<file path="config.mk">
export PLATFORM = sky130hd
export DESIGN_NAME = aes3_framer
export DESIGN_NICKNAME = d
export VERILOG_FILES = /design/src/rtl/aes3_pkg.sv /design/src/rtl/aes3_bsync.sv /design/src/rtl/aes3_seq.sv /design/src/rtl/aes3_txpipe.sv /design/src/rtl/aes3_framer.sv
export SDC_FILE = /design/constraint.sdc
export NUM_CORES = 1
export LEC_CHECK = 0
export CAP_MARGIN = 10
export CORE_MARGIN = 5
export CORE_UTILIZATION = 28
export CTS_BUF_LIST = sky130_fd_sc_hd__clkbuf_4
export DETAILED_ROUTE_END_ITERATION = 8
export HOLD_SLACK_MARGIN = 0.1
export SETUP_SLACK_MARGIN = 0.4
export SLEW_MARGIN = 40
export SYNTH_ARGS = -nofsm -noshare
export SYNTH_HDL_FRONTEND = slang
export SYNTH_SLANG_ARGS = --single-unit
</file>
<file path="constraint.sdc">
create_clock -name clk -period 9.6 [get_ports clk]
set_input_delay 1.92 -clock clk [delete_from_list [all_inputs] [get_ports clk]]
set_output_delay 1.92 -clock clk [all_outputs]
set_load 0.02 [all_outputs]
</file>
<file path="src/rtl/aes3_pkg.sv">
package aes3_pkg;

   localparam int SLOTS      = 32;
   localparam int HALVES     = 2 * SLOTS;
   localparam int DATA_SLOTS = 28;
   localparam int FULL_W     = 24;

   typedef enum logic [1:0] {
      PRE_X = 2'd0,
      PRE_Y = 2'd1,
      PRE_Z = 2'd2
   } pre_e;

   typedef struct packed {
      logic [FULL_W-1:0] audio;
      logic              v;
      logic              u;
      logic              c;
   } sf_word_t;

   // Preamble as a toggle mask, bit i = transition at start of half-cell i
   function automatic logic [7:0] pre_toggles(pre_e p);
      case (p)
         PRE_X:   return 8'hC9;
         PRE_Y:   return 8'h69;
         default: return 8'h39;
      endcase
   endfunction

   function automatic logic [HALVES-1:0] make_toggles(sf_word_t w, pre_e p);
      logic [DATA_SLOTS-1:0] bits;
      logic [HALVES-1:0]     t;
      bits = {1'b0, w.c, w.u, w.v, w.audio};
      bits[DATA_SLOTS-1] = ^bits[DATA_SLOTS-2:0];
      t = '0;
      t[7:0] = pre_toggles(p);
      for (int i = 0; i < DATA_SLOTS; i++) begin
         t[8 + 2*i]     = 1'b1;
         t[8 + 2*i + 1] = bits[i];
      end
      return t;
   endfunction

endpackage

</file>
<file path="src/rtl/aes3_bsync.sv">
module aes3_bsync #(
   parameter int SYNC_MIN = 3
) (
   input  logic clk,
   input  logic rst_n,
   input  logic enable_i,
   input  logic bs_i,
   output logic restart_o
);
   localparam int CW  = $clog2(SYNC_MIN + 2);
   localparam int SAT = SYNC_MIN + 1;

   logic          s1_q, s2_q;
   logic [CW-1:0] run_q;
   logic          fire_q;

   generate
      if (SYNC_MIN < 1) begin : g_bad_min
         $error("SYNC_MIN must be at least 1");
      end
   endgenerate

   always_ff @(posedge clk) begin
      if (!rst_n) begin
         s1_q   <= 1'b0;
         s2_q   <= 1'b0;
         run_q  <= '0;
         fire_q <= 1'b0;
      end else begin
         s1_q   <= bs_i;
         s2_q   <= s1_q;
         fire_q <= enable_i && s2_q && (run_q == CW'(SYNC_MIN));
         if (!enable_i || !s2_q)
            run_q <= '0;
         else if (run_q != CW'(SAT))
            run_q <= run_q + CW'(1);
      end
   end

   assign restart_o = fire_q;


   restart_single_chk: assert property (@(posedge clk) disable iff (!rst_n)
      restart_o |=> !restart_o);

endmodule

</file>
<file path="src/rtl/aes3_seq.sv">
module aes3_seq
   import aes3_pkg::*;
#(
   parameter int HALF_DIV     = 1,
   parameter int BLOCK_FRAMES = 192,
   localparam int FW          = $clog2(BLOCK_FRAMES)
) (
   input  logic          clk,
   input  logic          rst_n,
   input  logic          restart_i,
   output logic          load_o,
   output logic          half_edge_o,
   output logic [5:0]    hc_o,
   output logic [FW-1:0] frame_o,
   output logic          sub_o,
   output pre_e          pre_o
);
   logic [5:0]    hc_q;
   logic [FW-1:0] frame_q, frame_n;
   logic          sub_q, sub_n;
   logic          half_edge;

   generate
      if (HALF_DIV < 1) begin : g_bad_div
         $error("HALF_DIV must be at least 1");
      end
      if (BLOCK_FRAMES < 2) begin : g_bad_blk
         $error("BLOCK_FRAMES must be at least 2");
      end
      if (HALF_DIV == 1) begin : g_nodiv
         assign half_edge = 1'b1;
      end else begin : g_div
         localparam int DW = $clog2(HALF_DIV);
         logic [DW-1:0] div_q;
         always_ff @(posedge clk) begin
            if (!rst_n || load_o || half_edge)
               div_q <= '0;
            else
               div_q <= div_q + DW'(1);
         end
         assign half_edge = (div_q == DW'(HALF_DIV - 1));
      end
   endgenerate

   assign load_o = restart_i || (half_edge && hc_q == 6'(HALVES - 1));

   always_comb begin
      if (restart_i) begin
         frame_n = '0;
         sub_n   = 1'b0;
      end else if (sub_q) begin
         sub_n   = 1'b0;
         frame_n = (frame_q == FW'(BLOCK_FRAMES - 1)) ? '0 : frame_q + FW'(1);
      end else begin
         sub_n   = 1'b1;
         frame_n = frame_q;
      end
      if (sub_n)
         pre_o = PRE_Y;
      else if (frame_n == '0)
         pre_o = PRE_Z;
      else
         pre_o = PRE_X;
   end

   always_ff @(posedge clk) begin
      if (!rst_n) begin
         hc_q    <= '0;
         sub_q   <= 1'b1;
         frame_q <= FW'(BLOCK_FRAMES - 1);
      end else if (load_o) begin
         hc_q    <= '0;
         sub_q   <= sub_n;
         frame_q <= frame_n;
      end else if (half_edge) begin
         hc_q    <= hc_q + 6'd1;
      end
   end

   assign half_edge_o = half_edge;
   assign hc_o        = hc_q;
   assign frame_o     = frame_q;
   assign sub_o       = sub_q;


   frame_range_chk: assert property (@(posedge clk) disable iff (!rst_n)
      frame_o < FW'(BLOCK_FRAMES));


   restart_z_chk: assert property (@(posedge clk) disable iff (!rst_n)
      restart_i |=> (frame_o == '0 && !sub_o && hc_o == '0));


   alternate_chk: assert property (@(posedge clk) disable iff (!rst_n)
      (load_o && !restart_i) |=> (sub_o != $past(sub_o)));

endmodule

</file>
<file path="src/rtl/aes3_txpipe.sv">
module aes3_txpipe
   import aes3_pkg::*;
#(
   parameter int PIPE_SUBS = 4
) (
   input  logic     clk,
   input  logic     rst_n,
   input  logic     load_i,
   input  logic     half_edge_i,
   input  sf_word_t word_i,
   input  pre_e     pre_i,
   output logic     line_o
);
   sf_word_t          stg_q [PIPE_SUBS];
   logic [HALVES-1:0] sh_q;
   logic [HALVES-1:0] tog_new;
   logic              line_q;

   generate
      if (PIPE_SUBS < 1) begin : g_bad_pipe
         $error("PIPE_SUBS must be at least 1");
      end
      for (genvar g = 0; g < PIPE_SUBS; g++) begin : g_stage
         always_ff @(posedge clk) begin
            if (!rst_n)
               stg_q[g] <= '0;
            else if (load_i) begin
               if (g == 0)
                  stg_q[g] <= word_i;
               else
                  stg_q[g] <= stg_q[(g == 0) ? 0 : g - 1];
            end
         end
      end
   endgenerate

   assign tog_new = make_toggles(stg_q[PIPE_SUBS-1], pre_i);

   always_ff @(posedge clk) begin
      if (!rst_n) begin
         sh_q   <= '0;
         line_q <= 1'b0;
      end else if (load_i) begin
         sh_q   <= tog_new;
         line_q <= line_q ^ tog_new[0];
      end else if (half_edge_i) begin
         sh_q   <= sh_q >> 1;
         line_q <= line_q ^ sh_q[1];
      end
   end

   assign line_o = line_q;


   parity_chk: assert property (@(posedge clk) disable iff (!rst_n)
      load_i |=> ($countones(sh_q) % 2 == 0));

endmodule

</file>
<file path="src/rtl/aes3_framer.sv">
module aes3_framer
   import aes3_pkg::*;
#(
   parameter int HALF_DIV     = 1,
   parameter int AUDIO_W      = 24,
   parameter int BLOCK_FRAMES = 192,
   parameter int PIPE_SUBS    = 4,
   parameter int SYNC_MIN     = 3
) (
   input  logic               clk,
   input  logic               rst_n,
   input  logic [AUDIO_W-1:0] audio_i,
   input  logic               valid_i,
   input  logic               user_i,
   input  logic               chan_i,
   input  logic               mono_i,
   input  logic               wpol_i,
   input  logic               bs_out_en_i,
   input  logic               bs_i,
   output logic               bs_o,
   output logic               take_o,
   output logic               word_o,
   output logic               line_o
);
   localparam int FW = $clog2(BLOCK_FRAMES);

   logic          restart;
   logic          load;
   logic          half_edge;
   logic [5:0]    hc;
   logic [FW-1:0] frame;
   logic          sub;
   pre_e          pre;
   sf_word_t      word_in;
   logic [FULL_W-1:0] audio_full;

   generate
      if (AUDIO_W < 1 || AUDIO_W > FULL_W) begin : g_bad_w
         $error("AUDIO_W must lie in 1..24");
      end
      if (AUDIO_W == FULL_W) begin : g_full
         assign audio_full = audio_i;
      end else begin : g_just
         assign audio_full = {audio_i, {(FULL_W - AUDIO_W){1'b0}}};
      end
   endgenerate

   assign word_in = '{audio: audio_full, v: valid_i, u: user_i, c: chan_i};

   aes3_bsync #(.SYNC_MIN(SYNC_MIN)) u_bsync (
      .clk       (clk),
      .rst_n     (rst_n),
      .enable_i  (!bs_out_en_i),
      .bs_i      (bs_i),
      .restart_o (restart)
   );

   aes3_seq #(.HALF_DIV(HALF_DIV), .BLOCK_FRAMES(BLOCK_FRAMES)) u_seq (
      .clk         (clk),
      .rst_n       (rst_n),
      .restart_i   (restart),
      .load_o      (load),
      .half_edge_o (half_edge),
      .hc_o        (hc),
      .frame_o     (frame),
      .sub_o       (sub),
      .pre_o       (pre)
   );

   aes3_txpipe #(.PIPE_SUBS(PIPE_SUBS)) u_pipe (
      .clk         (clk),
      .rst_n       (rst_n),
      .load_i      (load),
      .half_edge_i (half_edge),
      .word_i      (word_in),
      .pre_i       (pre),
      .line_o      (line_o)
   );

   assign take_o = load;
   assign bs_o   = bs_out_en_i && !sub && (frame == '0);
   assign word_o = wpol_i ^ (mono_i ? !hc[5] : !sub);


   bs_quiet_chk: assert property (@(posedge clk) disable iff (!rst_n)
      (take_o && bs_out_en_i && bs_o) |=> !bs_o);

endmodule

</file>
== Word-level counts from Yosys, hierarchy flattened ==
Memory sizes are Yosys's and may differ from the RTL's.
Cells that the tools add are included.

* Bits in registers: 86
* Memory bits (writable): 108
* Input bits: 33
* Output and inout bits: 4
* Logic and storage cells: 63
* Memories kept: 1

{| class="wikitable"
|+ Memory list
! memory !! depth !! width !! read ports !! clocked after Yosys merged registers in !! write ports !! line !! RTL
|-
| u_pipe.stg_q || 4 || 27 || 4 || 0 || 4 || aes3_txpipe.sv:14 || <nowiki>sf_word_t stg_q [PIPE_SUBS];</nowiki>
|}

* $add $sub $neg: 3
* Equal/unequal tests: 5
* Muxes and demuxes: 19
* Bitwise operators: 8
* Reduce and logical (&&, ||, !) cells: 17

{| class="wikitable"
|+ Operator list
! cell !! number
|-
| two-way mux 27 bit || 4
|-
| two-way mux 63 bit || 1
|-
| parity 27 bit || 1
|-
| two-way mux 8 bit || 3
|-
| zero test 8 bit || 2
|-
| one-hot mux 8 bit (2 select lines) || 1
|-
| adder 8 x 1 -> 8 bit, second input constant || 1
|-
| == test 8 bit, second input constant || 1
|-
| two-way mux 1 bit || 8
|-
| adder 6 x 1 -> 6 bit, second input constant || 1
|-
| == test 6 bit, second input constant || 1
|-
| logical AND 1 bit || 4
|-
| zero test 1 bit || 4
|-
| two-way mux 2 bit || 2
|-
| OR 1 bit || 4
|-
| OR reduction 2 bit || 2
|-
| adder 3 x 1 -> 3 bit, second input constant || 1
|-
| == test 3 x 2 -> 1 bit, second input constant || 1
|-
| inequality test 3 bit, second input constant || 1
|-
| bitwise XOR 1 bit || 3
|-
| == test 2 x 1 -> 1 bit, second input constant || 1
|-
| zero test 2 bit || 1
|-
| logical OR 1 bit || 2
|-
| AND reduction 2 bit || 1
|-
| inverter 1 bit || 1
|}

== Logic depth before layout (Yosys ltp) ==
Gate-level depths: netlist (run 1).

* Depth in word-level cells: 11
* Mapped depth: 9
* Depth with buffers taken out: 7

== Modules after synthesis ==
A second synthesis (run 1) with hierarchy kept.

* Cells, all modules: 681
* Area total of the unflattened synthesis: 8229.1 sq um

{| class="wikitable"
|+ By module, submodules not included
! module !! times used !! cells an instance !! area each (sq um) !! seq. area each (sq um)
|-
| aes3_txpipe || 1 || 542 || 7015.5 || 4524.3
|-
| aes3_seq || 1 || 108 || 917.1 || 300.3
|-
| aes3_bsync || 1 || 25 || 244.0 || 120.1
|-
| aes3_framer || 1 || 6 || 52.6 || 0.0
|}

== Least setup slack after synthesis (run 1) ==
Ideal clock, no wire load.

* Path type: input to register
* From: input rst_n
* To: memory u_pipe.stg_q[0][0] in the netlist's numbering (enable)
* Library setup time: 1001 ps
* Arrival time: 4230 ps
* Required time: 8599 ps
* Slack: 4369 ps
* Cell stages on the path: 3
* Path buffers: 2
* Cell sequence: clkbuf_1 -> clkbuf_1 -> nand2_1

{| class="wikitable"
|+ RTL lines
! element !! line !! RTL
|-
| from (decl) || aes3_framer.sv:11 || <nowiki>input logic rst_n,</nowiki>
|-
| to (decl) || aes3_txpipe.sv:14 ||
|}

== Worst setup path after layout (run 1) ==
* From: input mono_i
* To: output word_o

* Longest elaborated chain between the ends: 2

{| class="wikitable"
|+ RTL lines
! element !! line !! RTL
|-
| from (decl) || aes3_framer.sv:16 || <nowiki>input logic mono_i,</nowiki>
|-
| two-way mux 1 bit || aes3_framer.sv:82 || <nowiki>assign word_o = wpol_i ^ (mono_i ? !hc[5] : !sub);</nowiki>
|-
| bitwise XOR 1 bit || aes3_framer.sv:82 ||
|-
| to (decl) || aes3_framer.sv:22 || <nowiki>output logic word_o,</nowiki>
|}

Every way passes these cells.

==> summary.md, run 1 <==
| Metric | Value |
|---|---|
| Status | `completed` |
| Count leader, synth | `and3_1` |
| Slowest-stage cell, CP | `clkdlybuf4s50_1` |
| Initial Util | `between 20% and 30%` |
| Crit path from | `mono_i` |
| CP most frequent cell | `clkdlybuf4s50_1` |
| Row count | `60` |
| First-pass GRT wire length | `19200 um` |
| RR Endpoint | `u_pipe.stg_q[1][42]` |
| Area after DPL | `approximately 0.0081 mm2` |
| DP Worst Slack | `about 4.3 ns` |
| Post-route DRC | `0` |
| R2r worst-path depth | `7` |
| CTS resizes | `0` |
| Clk pin slew, worst setup/hold paths | `~0.14 ns` |
| Die Y | `~170 um` |
| Power, Total | `1.38 mW` |
| Synth Instances | `between 600 and 700` |
| R2R Setup Slk | `6.52 ns` |
| Synth Warn # | `0` |
| Die ar. | `0.0302 mm2` |
| Hold_buf cts | `0` |
| CTS tree | `done` |
| Clock Sinks | `between 150 and 200` |
| Syn Nets | `between 600 and 700` |
| Post-CTS Repair Setup Buffers | `0` |
| P per Cell Area | `between 150 and 200 mW/mm2` |
| Share of cells above drive strength 1 | `between 6 and 7%` |
| DP Wirelength | `~6000 um` |
| Routed vias/inst | `4.41` |
| Final Hold Fails | `0` |
| Largest area contributor in the netlist | `edfxtp_1` |
| Worst path required time | `7.68 ns` |
| Peak VDD IR | `about 0.068 mV` |
| HP Class | `flop to flop` |
| Clock period minus final worst setup slack | `around 5.3 ns` |
| I/O Pins | `37` |
| Synth top cells by count | `117 x and3_1, 108 x edfxtp_1, 85 x dfxtp_1, 66 x nand2_1, 37 x clkbuf_1` |
| Slew Limit Fails | `0` |
| Congestion Overflow GR | `0` |
| Ys flop type | `edfxtp_1` |
| CP Capture Type | `output port` |
| EDFF count, synth | `108` |
| Synth top area cells | `edfxtp_1 43%, dfxtp_1 23%, and3_1 9.7%` |
| Clock Root Buffer | `clkbuf_4` |
| Tot GR Track Use | `~7.6%` |
| Clk_skew | `about 0.032 ns` |
| Startpoint types | `input pin` |
| Area share of the largest cell type after synthesis | `between 40 and 50%` |
| Critical Path Max Stage Delay | `around 0.62 ns` |
| Total Nets Final | `660` |
| Setup violations, final | `0` |
| Worst slew margin relative to its limit | `a little under half` |
| Setup crit end | `word_o` |
| RD Place Congestion | `0.743` |
| Max-cap violations | `0` |
| Final WL | `roughly 11000 um` |
| 1st-pass router iterations | `4` |
| FF-to-FF Start | `u_seq.hc_o[0]` |
| Actual slew at the worst max-slew pin | `0.783 ns` |
| Number of I/O port buffers | `36` |
| Leakage power | `~3.4 nW` |
| Placed cells | `roughly 940` |
| CTS max path bufs | `2` |
| Post-route ant nets | `0` |
| Final WS setup | `around 4.3 ns` |
| Routed len/inst | `11.5 um` |
| Post-synth cell types | `between 40 and 50` |
| Worst Path Class, Setup | `input pin to output port` |
| Die Wd | `around 170 um` |
| Fillers | `between 2000 and 3000` |
| First DRT Iteration DRCs | `221` |
| Setup TNS Final | `0 ns` |
| Post-synth ARST share | `0%` |
| Area grow syn2layout | `12.0%` |
| CP Max Fanout | `1` |
| Clk_lat worst skew | `0.56 ns` |
| Core ar. | `between 0.02 and 0.03 mm2` |
| Avg Cell Area, Syn | `12.3 um2` |
| Cell Area, Synth | `0.00751 mm2` |
| Fin cells | `976` |
| Pin count of the biggest net entering global routing | `between 100 and 150` |
| Vias in the first global route | `~4100` |
| Initial antenna violation count | `1` |
| Vias after detailed routing | `4300` |
| Fin crit share | `between 50% and 60%` |
| Finished Cell Area | `about 0.0084 mm2` |
| RSZ-0062 raised after global routing | `false` |
| Seq/Total Area, Yosys | `about 66%` |
| Critical Path AT | `around 3.4 ns` |
| Cell Chain, Critical Path | `clkdlybuf4s50_1 > mux2i_1 > xor2_1 > clkdlybuf4s50_1` |
| TritonCTS Buffers | `17` |
| Highest clock rate | `around 190 MHz` |
| Number of synthesized register bits | `about 190` |
| H-tree Lvls | `4` |
worst max-delay path: cells and delay by family:
kind	cells	cell delay (ns)
xor gates and xnor gates	1	0.16
buffers and inverters	2	1.09
muxes	1	0.22
worst min path at each step:
stage | start | endpoint | slack (ns) | cells past startpoint
finish | u_pipe.sh_q[55] | u_pipe.sh_q[54] | 0.45 | 1
global route | u_pipe.sh_q[23] | u_pipe.sh_q[22] | 0.47 | 1
CTS | u_pipe.sh_q[55] | u_pipe.sh_q[54] | 0.45 | 1
detailed placement | u_pipe.sh_q[43] | u_pipe.sh_q[42] | 0.42 | 1
global placement | u_bsync.s1_q | u_bsync.s2_q | 0.42 | 1
floorplan | u_bsync.s1_q | u_bsync.s2_q | 0.41 | 1
where the power goes:
group / internal [mW] / total, mW / switching [mW]
registers: 0.887 / 0.893 / 0.00576
logic: 0.0302 / 0.0575 / 0.0273
clock network: 0.158 / 0.428 / 0.269
final cells by class:
cell class | instances | area [um2] | share of cell area [%]
repair buffers | 40 | 395 | 4.70
diodes | 1 | 2.50 | 0.0297
well taps | 341 | 427 | 5.07
inverters | 7 | 28.8 | 0.342
clock buffers | 17 | 128 | 1.52
flip-flops and latches | 193 | 4940 | 58.8
clock inverters | 15 | 154 | 1.83
multi-input cells | 362 | 2330 | 27.7
cells by family (layout without fill, tap and decap cells):
kind of cell	after synthesis	count (layout)	synth area share, %
buffers and inverters	58	79	3.25
DFF	193	193	65.8
other	0	1	0
xor gates and xnor gates	34	34	4.33
muxes	3	3	0.416
and+or+nand+nor	223	223	16.0
AOI/OAI and AO/OA	96	96	9.17
adders and majority gates	6	6	0.999
layer usage:
layer  global-route usage (%)  wire [um]
met5                        0          0
met4                     3.30        192
met3                     2.18        339
met2                     13.0       5340
met1                     8.94       5360
placed cells by master, fill, tap and decap left out, types with 4 or more instances in the layout:
cell,instances
xor2_1,7
a21boi_0,27
o21ai_0,13
ha_1,6
o21a_1,31
inv_6,6
inv_1,6
and3_1,117
edfxtp_1,108
nor2_1,12
nand4_1,4
clkbuf_4,17
dfxtp_1,85
clkdlybuf4s50_1,35
nand3_1,7
a31oi_1,4
nand2b_1,4
xnor2_1,25
nand2_1,65
a21oi_1,6
sequential cells by signal, summed over array words and instances, names as in the netlist:
| name | cells |
|---|---|
| u_seq.hc_o | 6 |
| u_pipe.stg_q | 108 |
| u_seq.sub_o | 1 |
| u_bsync.run_q | 3 |
| u_bsync.s2_q | 1 |
| u_bsync.restart_o | 1 |
| u_pipe.line_o | 1 |
| u_seq.frame_o | 8 |
| u_pipe.sh_q | 63 |
| u_bsync.s1_q | 1 |
per-stage QoR:
stage / hold slack [ns] / utilization [%]
6_report: 0.451 / 31.5
5_1_grt: 0.474 / 31.5
4_1_cts: 0.453 / 31.5
3_5_place_dp: 0.425 / 30.4
3_3_place_gp: 0.416 / 30.4
2_1_floorplan: 0.412 / -
(Power assumes the default switching activity.)
==> run 2: changes to the inputs <==
==> constraint.sdc (replaced) <==
create_clock -name clk -period 5.5 [get_ports clk]
set_input_delay 1.1 -clock clk [delete_from_list [all_inputs] [get_ports clk]]
set_output_delay 1.1 -clock clk [all_outputs]
set_load 0.02 [all_outputs]
==> run 2 against run 1 <==
Compared with the run above: first-iteration DRC count is 58% higher; register-to-register slack lost 4.2 ns; count of clock-buffer cells in the layout stayed put; power rose by 89%; die area unchanged; worst hold slack worse by 0.0098 ns; critical path type is now flop to output port; critical endpoint is now take_o; largest cell class unchanged.
==> summary.md, run 2 (synthesized netlist as in run 1, its figures left out) <==
| Metric | Value |
|---|---|
| Fillers | `2705 (-0.037%)` |
| Hold Path Sink | `u_pipe.sh_q[50]` |
| R2R Setup Slk | `2.34 ns (-4.18 ns)` |
| Status | `completed` |
| Final Hold Fails | `0 (unchanged)` |
| Area after DPL | `0.00815 mm2 (+0.26%)` |
| Initial antenna violation count | `1 (unchanged)` |
| Setup TNS Final | `0 ns (unchanged)` |
| Tot GR Track Use | `7.82% (+0.21 points)` |
| Worst slew margin relative to its limit | `51.9% (+4.2 points)` |
| Core ar. | `0.0267 mm2 (unchanged)` |
| Post-CTS Repair Setup Buffers | `0 (unchanged)` |
| RR Endpoint | `u_seq.frame_o[7]` |
| Clock period minus final worst setup slack | `a little under 4 ns` |
| CP Capture Type | `output port` |
| Highest clock rate | `260 MHz` |
| Setup violations, final | `0 (unchanged)` |
| Cell count along the critical path | `5 (+1)` |
| Actual slew at the worst max-slew pin | `0.721 ns (-0.0626 ns)` |
| Clock Root Buffer | `clkbuf_4` |
| Max-cap violations | `0 (unchanged)` |
| RSZ-0062 raised after global routing | `false` |
| Die Wd | `174 um (unchanged)` |
| Hold slack | `0.441 ns (-0.00984 ns)` |
| Clock Sinks | `193 (unchanged)` |
| Start point of the worst hold path | `u_pipe.sh_q[51]` |
| Fin crit share | `between 60% and 70%` |
| Delay-heaviest family, CP | `buffers and inverters` |
| Fin cells | `977 (+0.10%)` |
| Worst path required time | `4.40 ns (-3.28 ns)` |
| Max reg flops | `108 (unchanged)` |
| Register area | `0.00494 mm2 (unchanged)` |
| Worst Path Class, Setup | `flop to output port` |
| Row count | `60 (unchanged)` |
| Leakage power | `3.42 nW (+1.9%)` |
| R2r worst-path depth | `8 (+1)` |
| DP Wirelength | `6460 um (+4.5%)` |
| Final WL | `11400 um (+1.2%)` |
| Biggest register | `u_pipe.stg_q` |
| Peak VDD IR | `0.161 mV (+140%)` |
| Pin count of the biggest net entering global routing | `119 (+10%)` |
| Cell Chain, Critical Path | `ha_1 > and3_1 > a31oi_4 > inv_4 > clkdlybuf4s50_1` |
| Power, Total | `2.61 mW (+89%)` |
| Most common cell after layout, fill and taps aside | `and3_1` |
| CTS max path bufs | `2 (unchanged)` |
| Clk_skew | `0.0352 ns (+0.00370 ns)` |
| CP Max Fanout | `31 (+30)` |
| I/O Pins | `37 (unchanged)` |
| P per Cell Area | `305 mW/mm2 (+86%)` |
| 1st-pass router iterations | `4 (unchanged)` |
| Total Nets Final | `661 (+0.15%)` |
| Hold_buf cts | `0 (unchanged)` |
| Vias after detailed routing | `4330 (+0.70%)` |
| RD Place Congestion | `0.735 (-1.0%)` |
| CTS tree | `done` |
| Die Y | `174 um (unchanged)` |
| Placed cells | `944 (+0.11%)` |
| Critical Path AT | `2.74 ns (-0.65 ns)` |
| Clk_lat worst skew | `0.57 ns (about the same)` |
| Slew Limit Fails | `0 (unchanged)` |
| First DRT Iteration DRCs | `349 (+58%)` |
| Initial Util | `28.1% (unchanged)` |
| Finished Cell Area | `0.00854 mm2 (+1.6%)` |
| Post-route ant nets | `0 (unchanged)` |
| Post-route DRC | `0 (unchanged)` |
| H-tree Lvls | `4 (unchanged)` |
| Critical Path Max Stage Delay | `0.61 ns (about the same)` |
| Routed vias/inst | `4.43 (+0.59%)` |
| Vias in the first global route | `4238 (+2.2%)` |
| Routed len/inst | `11.6 um (+1.1%)` |
| Multi-input gate area in the final layout | `0.00235 mm2 (+0.75%)` |
| Share of cells above drive strength 1 | `7.24% (+0.46 points)` |
| Number of I/O port buffers | `36 (unchanged)` |
| Clk pin slew, worst setup/hold paths | `0.14 ns (about the same)` |
| Congestion Overflow GR | `0 (unchanged)` |
| Most frequent cells in the layout | `117 x and3_1, 108 x edfxtp_1, 85 x dfxtp_1` |
| TritonCTS Buffers | `17 (unchanged)` |
| First-pass GRT wire length | `19400 um (+1.1%)` |
| Hold depth | `1 (unchanged)` |
| CTS resizes | `0 (unchanged)` |
| Area grow syn2layout | `13.7%` |
| Die ar. | `0.0302 mm2 (unchanged)` |
| HP Class | `flop to flop` |
| Worst Path Buf+Inv | `2 (unchanged)` |
| FF-to-FF Start | `u_seq.hc_o[0]` |
| Slowest-stage cell, CP | `clkdlybuf4s50_1` |
| Startpoint types | `flop` |
## run 2: cell count changes in the layout (fill, tap and decap cells not counted), moves of 2 or more
cell,before,now
clkinv_2,2,0
buf_4,3,5
clkinv_1,2,0
bufinv_16,2,6
## run 2: per-layer routing
layer,track usage (%),vias to the layer above,share of wire (%)
li1,-,2203,-
met1,8.62,2054,44
met2,14.1,56,50
met3,1.90,17,3.3
met4,3.76,0,2.2
met5,0,-,0
## run 2: metrics by stage
| step | worst slack [ns] | utilization, % |
|---|---|---|
| after global routing | 1.43 | 32.0 |
| after global placement | 1.83 | 30.4 |
| final | 1.66 | 32.0 |
| after floorplan | 1.09 | - |
| after detailed placement | 1.83 | 30.5 |
| after CTS | 1.57 | 31.9 |
## run 2: area by class of cell
| cell class | instances | share of cell area (%) |
|---|---|---|
| Clock buffer | 17 | 1.49 |
| Tap cell | 341 | 4.99 |
| Sequential cell | 193 | 57.9 |
| Timing Repair Buffer | 41 | 4.67 |
| Clock inverter | 15 | 3.09 |
| Antenna cell | 1 | 0.0293 |
| Multi-Input combinational cell | 362 | 27.5 |
| Inverter | 7 | 0.337 |
## run 2: worst max-delay path by stage
| stage | from | end | slack [ns] |
|---|---|---|---|
| finish | u_seq.hc_o[0] | take_o | 1.66 |
| global route | u_seq.hc_o[0] | take_o | 1.43 |
| CTS | u_seq.hc_o[0] | take_o | 1.57 |
| detailed placement | mono_i | word_o | 1.83 |
| global placement | mono_i | word_o | 1.83 |
| floorplan | rst_n | u_pipe.stg_q[0][0] | 1.09 |
## run 2: report_power, final
group / switching, mW / leakage, nW / internal [mW]
logic: 0.0472 / 1.42 / 0.0527
clock network: 0.465 / 0.207 / 0.483
registers: 0.0106 / 1.80 / 1.55
## run 2: worst register-to-register path: cells and delay by family (launching register included)
kind	cells	cell delay [ns]
simple gates	2	0.43
compound gates	2	0.54
fa+ha+maj	1	0.18
flops	1	0.38
buf+inv	3	1.57
